### config.mk
export PLATFORM = sky130hd
export DESIGN_NAME = stpin_ctrl
export DESIGN_NICKNAME = d
export VERILOG_FILES = /design/src/rtl/stpin_pkg.sv /design/src/rtl/stpin_divclk.sv /design/src/rtl/stpin_sleep_fsm.sv /design/src/rtl/stpin_pin_sel.sv /design/src/rtl/stpin_ctrl.sv
export SDC_FILE = /design/constraint.sdc
export NUM_CORES = 1
export LEC_CHECK = 0
export ABC_AREA = 0
export CORE_MARGIN = 8
export CORE_UTILIZATION = 25
export CTS_BUF_LIST = sky130_fd_sc_hd__clkbuf_8
export DETAILED_ROUTE_END_ITERATION = 10
export DONT_BUFFER_PORTS = 1
export GPL_ROUTABILITY_DRIVEN = 0
export PLACE_DENSITY = 0.42
export SLEW_MARGIN = 25
export SYNTH_ARGS = -nofsm -noshare
export SYNTH_HDL_FRONTEND = slang
export SYNTH_SLANG_ARGS = --single-unit
export TNS_END_PERCENT = 1
### constraint.sdc
create_clock -name clk_i -period 3.9 [get_ports clk_i]
set_input_delay 0.78 -clock clk_i [delete_from_list [all_inputs] [get_ports clk_i]]
set_output_delay 0.78 -clock clk_i [all_outputs]
set_load 0.01 [all_outputs]
### src/rtl/stpin_pkg.sv
package stpin_pkg;

    localparam int NPINS  = 3;
    localparam int SEL_W  = 6;
    localparam int CFG_W  = SEL_W + 1;

    localparam logic [SEL_W-1:0] SEL_FORCE_LIMIT = 6'h20;
    localparam logic [SEL_W-1:0] SEL_FLOAT       = 6'h2E;
    localparam logic [SEL_W-1:0] SEL_DIVCLK      = 6'h3F;

    typedef struct packed {
        logic             inv;
        logic [SEL_W-1:0] sel;
    } pin_cfg_t;

    typedef enum logic {
        ST_AWAKE = 1'b0,
        ST_HELD  = 1'b1
    } sleep_st_t;

endpackage

### src/rtl/stpin_divclk.sv
module stpin_divclk #(
    parameter int DIV = 192
) (
    input  logic clk_i,
    input  logic rst_ni,
    output logic div_o
);

    localparam int HALF = DIV / 2;
    localparam int CW   = (HALF > 1) ? $clog2(HALF) : 1;

    logic [CW-1:0] cnt_q;
    logic          div_q;

    always_ff @(posedge clk_i or negedge rst_ni) begin
        if (!rst_ni) begin
            cnt_q <= '0;
            div_q <= 1'b0;
        end else if (cnt_q == CW'(HALF - 1)) begin
            cnt_q <= '0;
            div_q <= ~div_q;
        end else begin
            cnt_q <= cnt_q + 1'b1;
        end
    end

    assign div_o = div_q;

endmodule

### src/rtl/stpin_sleep_fsm.sv
module stpin_sleep_fsm
    import stpin_pkg::*;
(
    input  logic clk_i,
    input  logic rst_ni,
    input  logic sleep_i,
    input  logic chip_rdy_n_i,
    output logic held_o
);

    sleep_st_t state_q, state_d;

    always_ff @(posedge clk_i or negedge rst_ni) begin
        if (!rst_ni) state_q <= ST_AWAKE;
        else         state_q <= state_d;
    end

    always_comb begin
        state_d = state_q;
        unique case (state_q)
            ST_AWAKE: if (sleep_i)       state_d = ST_HELD;
            ST_HELD:  if (!chip_rdy_n_i) state_d = ST_AWAKE;
            default:                     state_d = ST_AWAKE;
        endcase
    end

    assign held_o = (state_q == ST_HELD);

endmodule

### src/rtl/stpin_pin_sel.sv
module stpin_pin_sel
    import stpin_pkg::*;
#(
    parameter int NSTAT      = 16,
    parameter bit FORCE_FLIP = 1'b0
) (
    input  pin_cfg_t         cfg_i,
    input  logic [NSTAT-1:0] status_i,
    input  logic             divclk_i,
    input  logic             held_i,
    input  logic             line_free_i,
    output logic             val_o,
    output logic             oe_o
);

    logic [31:0] stat_pad;
    logic        sig;

    assign stat_pad = 32'(status_i);

    always_comb begin
        if (cfg_i.sel < SEL_FORCE_LIMIT) sig = stat_pad[cfg_i.sel[4:0]];
        else if (cfg_i.sel == SEL_DIVCLK) sig = divclk_i;
        else                              sig = 1'b0;
    end

    always_comb begin
        if (!line_free_i || cfg_i.sel == SEL_FLOAT) begin
            val_o = 1'b0;
            oe_o  = 1'b0;
        end else if (held_i && cfg_i.sel < SEL_FORCE_LIMIT) begin
            val_o = cfg_i.inv ^ FORCE_FLIP;
            oe_o  = 1'b1;
        end else begin
            val_o = sig ^ cfg_i.inv;
            oe_o  = 1'b1;
        end
    end

endmodule

### src/rtl/stpin_ctrl.sv
module stpin_ctrl
    import stpin_pkg::*;
#(
    parameter int          NSTAT      = 16,
    parameter int          CLK_DIV    = 192,
    parameter logic [6:0]  P0_DEFAULT = 7'h3F,
    parameter logic [6:0]  P1_DEFAULT = 7'h2E,
    parameter logic [6:0]  P2_DEFAULT = 7'h2F
) (
    input  logic             clk_i,
    input  logic             rst_ni,
    input  logic [2:0]       cfg_we_i,
    input  logic [6:0]       cfg_wdata_i,
    input  logic [NSTAT-1:0] status_i,
    input  logic             spi_cs_n_i,
    input  logic             sleep_i,
    input  logic             chip_rdy_n_i,
    output logic [2:0]       pin_o,
    output logic [2:0]       pin_oe_o
);

    logic [NPINS-1:0][CFG_W-1:0] cfg_q;
    logic [NPINS-1:0]            val_d, oe_d;
    logic [NPINS-1:0]            pin_q, oe_q;
    logic                        divclk;
    logic                        held;

    stpin_divclk #(.DIV(CLK_DIV)) u_div (
        .clk_i  (clk_i),
        .rst_ni (rst_ni),
        .div_o  (divclk)
    );

    stpin_sleep_fsm u_fsm (
        .clk_i        (clk_i),
        .rst_ni       (rst_ni),
        .sleep_i      (sleep_i),
        .chip_rdy_n_i (chip_rdy_n_i),
        .held_o       (held)
    );

    for (genvar g = 0; g < NPINS; g++) begin : g_pin
        localparam logic [CFG_W-1:0] RST_V =
            (g == 0) ? P0_DEFAULT : (g == 1) ? P1_DEFAULT : P2_DEFAULT;

        always_ff @(posedge clk_i or negedge rst_ni) begin
            if (!rst_ni)          cfg_q[g] <= RST_V;
            else if (cfg_we_i[g]) cfg_q[g] <= cfg_wdata_i;
        end

        stpin_pin_sel #(
            .NSTAT      (NSTAT),
            .FORCE_FLIP (g == 1)
        ) u_sel (
            .cfg_i       (pin_cfg_t'(cfg_q[g])),
            .status_i    (status_i),
            .divclk_i    (divclk),
            .held_i      (held),
            .line_free_i ((g == 1) ? spi_cs_n_i : 1'b1),
            .val_o       (val_d[g]),
            .oe_o        (oe_d[g])
        );
    end

    always_ff @(posedge clk_i or negedge rst_ni) begin
        if (!rst_ni) begin
            pin_q <= '0;
            oe_q  <= '0;
        end else begin
            pin_q <= val_d;
            oe_q  <= oe_d;
        end
    end

    assign pin_o    = pin_q;
    assign pin_oe_o = oe_q;

endmodule

==> flow_summary.yaml <==
global_routing:
  grt_max_degree: 37
  gr-total-overflow: 0
  grtUsageTotal_pct: 9.65
  grt_first_pass_wirelength_mm: 7.50
  antenna_found_initial: 0
  grt_pass1_vias: 1366
critical_path:
  crit_arrival_ns: 2.24
  crit_fanout: 12
  endpoint_kind: "flop"
  start_kind: "flop"
  critPathKind: "flop to flop"
  critPathRequiredTime_ns: 4.11
floorplanning:
  fp.dieArea_um2: 10600
  num_io_pins: 37
  fp.dieH_um: 103
  start_util_pct: 25.9
  rows: 31
  core-area_um2: 7290
  chipWidth_um: 103
cts:
  worstSkewPairLatency_ns: 0.28
  path_clk_slew_ns: 0.07
  cts_resized: 0
  hold_buffers: 0
  cts_tree: "yes"
  h-tree-depth: 2
  cts_buffer_depth: 2
  clock_sinks: 36
  postCtsSetupBuffers: 0
  cts-buffers-inserted: 5
  cts-root-buf: "clkbuf_8"
drt:
  num_vias: 1257
  wirelength_mm: 4.84
  via_per_inst: 5.03
  drt_iter0_drc: 61
  drt-wirelength-per-cell_um: 19.4
  ant_nets: 0
  dr.pass1.iters: 4
  drc: 0
sta:
  finalSetupViolations: 0
  slew_viol_final: 0
  fmax_mhz: 493
  fin_crit_ns: 2.03
  final_hold_viol_count: 0
  rsz0062_at_grt: "false"
  period_share_pct: 52.0
  worst_slew_pin_slew_ns: 0.554
  tns_ns: 0
  slew_headroom_pct: 63.0
  finalClockSkew_ns: 0.00730
  timing.hold.ws_ns: 0.186
  worst_slack_ns: 1.87
power:
  peakVddDrop_v: 0.000203
  cellLeakagePower_nw: 0.780
  power_per_cell_area_nw_per_um2: 402
  total_power_mw: 0.836
yosys:
  async_reset_ff_share_pct: 100
  synthXorXnorAreaFrac_pct: 1.85
  synth_top_family_by_area: "multiplexers"
  avgSynthCellArea_um2: 12.7
  synth_area_um2: 1890
  yosysTopAreaCell: "dfrtp_1"
  muxShareOfSynthArea_pct: 27.6
  yosys_warnings: 0
  yosysUniqueCellTypes: 35
  synth_nets: 181
  yosys.area_share.simple_pct: 13.0
  ys_ff_latch: 36
  synthAdderAreaFrac_pct: 0.662
  syn-instance-count: 149
  synth_compound_area_share_pct: 6.29
  synth_area_leaders: "dfrtp_1, dfstp_2, mux2_2"
  netlist.area_leader.share_pct: 27.8
  yosysSeqAreaShare_pct: 48.7
  ys.flop_type: "dfrtp_1"
  synth_edf_count: 0
placement:
  dpl.hpwl_mm: 3.76
  port-buffer-count: 0
  pre_cts_ws_ns: 1.83
finish:
  nets: 182
  fin_util_pct: 28.5
  drive_above_1_share_pct: 34.4
  fill_cells: 776
  syn2layout_area_growth_pct: 10.1
  num_antenna_cells: 0
  layout_commonest_cell: "dfrtp_1"
  final_cell_mix: "dfrtp_1, mux2_2, mux2i_1, dfstp_2, nand2_1"
worst_hold_path:
  hp-class: "primary input to async pin"
run_status:
  outcome: "completed"
run:
  maxCapViolCount: 0
layout make-up:
type	instances	area (um2)	area share (%)
Multi-Input combinational cell	106	933	44.9
Sequential cell	36	920	44.2
Tap cell	99	124	5.95
Clock buffer	7	96.3	4.63
Clock inverter	1	3.75	0.180
Inverter	1	3.75	0.180
routing by layer:
metal  share of wire (%)  global-route usage, %  routed length, um
met1                  39                   10.4               1910
met2                  47                   15.4               2270
met3                  11                   4.86                544
met4                 2.5                   4.56                121
met5                   0                      0                  0
logic make-up (layout without fill, tap and decap cells):
family          count (synthesis)  in the layout
simple gates                   44             44
mux                            42             42
flops                          36             36
compound gates                 15             15
buf+inv                         7              9
xor+xnor                        4              4
fa+ha+maj                       1              1
synthesized netlist by cell type (2+ instances only):
cell / count
nor4_1: 3
o2111ai_1: 4
buf_2: 2
nor2_1: 2
dfstp_2: 15
nor2b_1: 2
or3_1: 3
nand3_1: 10
nor4b_1: 2
mux4_2: 6
nand2_1: 12
xor2_1: 3
o21ai_0: 4
mux2_2: 20
mux2i_1: 15
dfrtp_1: 21
o211ai_1: 2
nand4_1: 3
nand2b_1: 2
clkbuf_1: 3
per-stage QoR:
step | area (um2) | instances
3_3_place_gp | 1980 | 242
3_5_place_dp | 1980 | 242
2_1_floorplan | 1890 | 149
5_1_grt | 2080 | 250
4_1_cts | 2080 | 250
6_report | 2080 | 250
registers in the layout (all words and copies together), names as in the netlist:
| register | count |
|---|---|
| pin_oe_o | 3 |
| u_div.cnt_q | 7 |
| u_fsm.held_o | 1 |
| u_div.div_o | 1 |
| cfg_q | 21 |
| pin_o | 3 |
critical path, cell delays in order (launching register included):
cell and delay (ns):
dfrtp_1 0.64, mux4_2 0.59, nor3b_2 0.17, nor4_1 0.07
o311ai_2 0.26, mux2i_1 0.21
report_power, final:
| group | internal (mW) | switching (mW) | total (mW) |
|---|---|---|---|
| clock network | 0.158 | 0.122 | 0.281 |
| registers | 0.415 | 0.0501 | 0.465 |
| logic | 0.0614 | 0.0285 | 0.0900 |
worst paths after layout:
path                                       endpoint  slack, ns  cells after the start                      from
min                           cfg_q[18]$_DFFE_PN0P_       0.19                      0                    rst_ni
min reg2reg                u_div.cnt_q[0]$_DFF_PN0_       0.48                      1  u_div.cnt_q[0]$_DFF_PN0_
max reg2reg                      pin_o[1]$_DFF_PN0_       1.87                      5      cfg_q[7]$_DFFE_PN0P_
min in group clk_i         u_div.cnt_q[0]$_DFF_PN0_       0.48                      1  u_div.cnt_q[0]$_DFF_PN0_
max                              pin_o[1]$_DFF_PN0_       1.87                      5      cfg_q[7]$_DFFE_PN0P_
max in group asynchronous     cfg_q[19]$_DFFE_PN1P_       3.53                      0                    rst_ni
No activity file was read; power rests on OpenSTA's default activity.
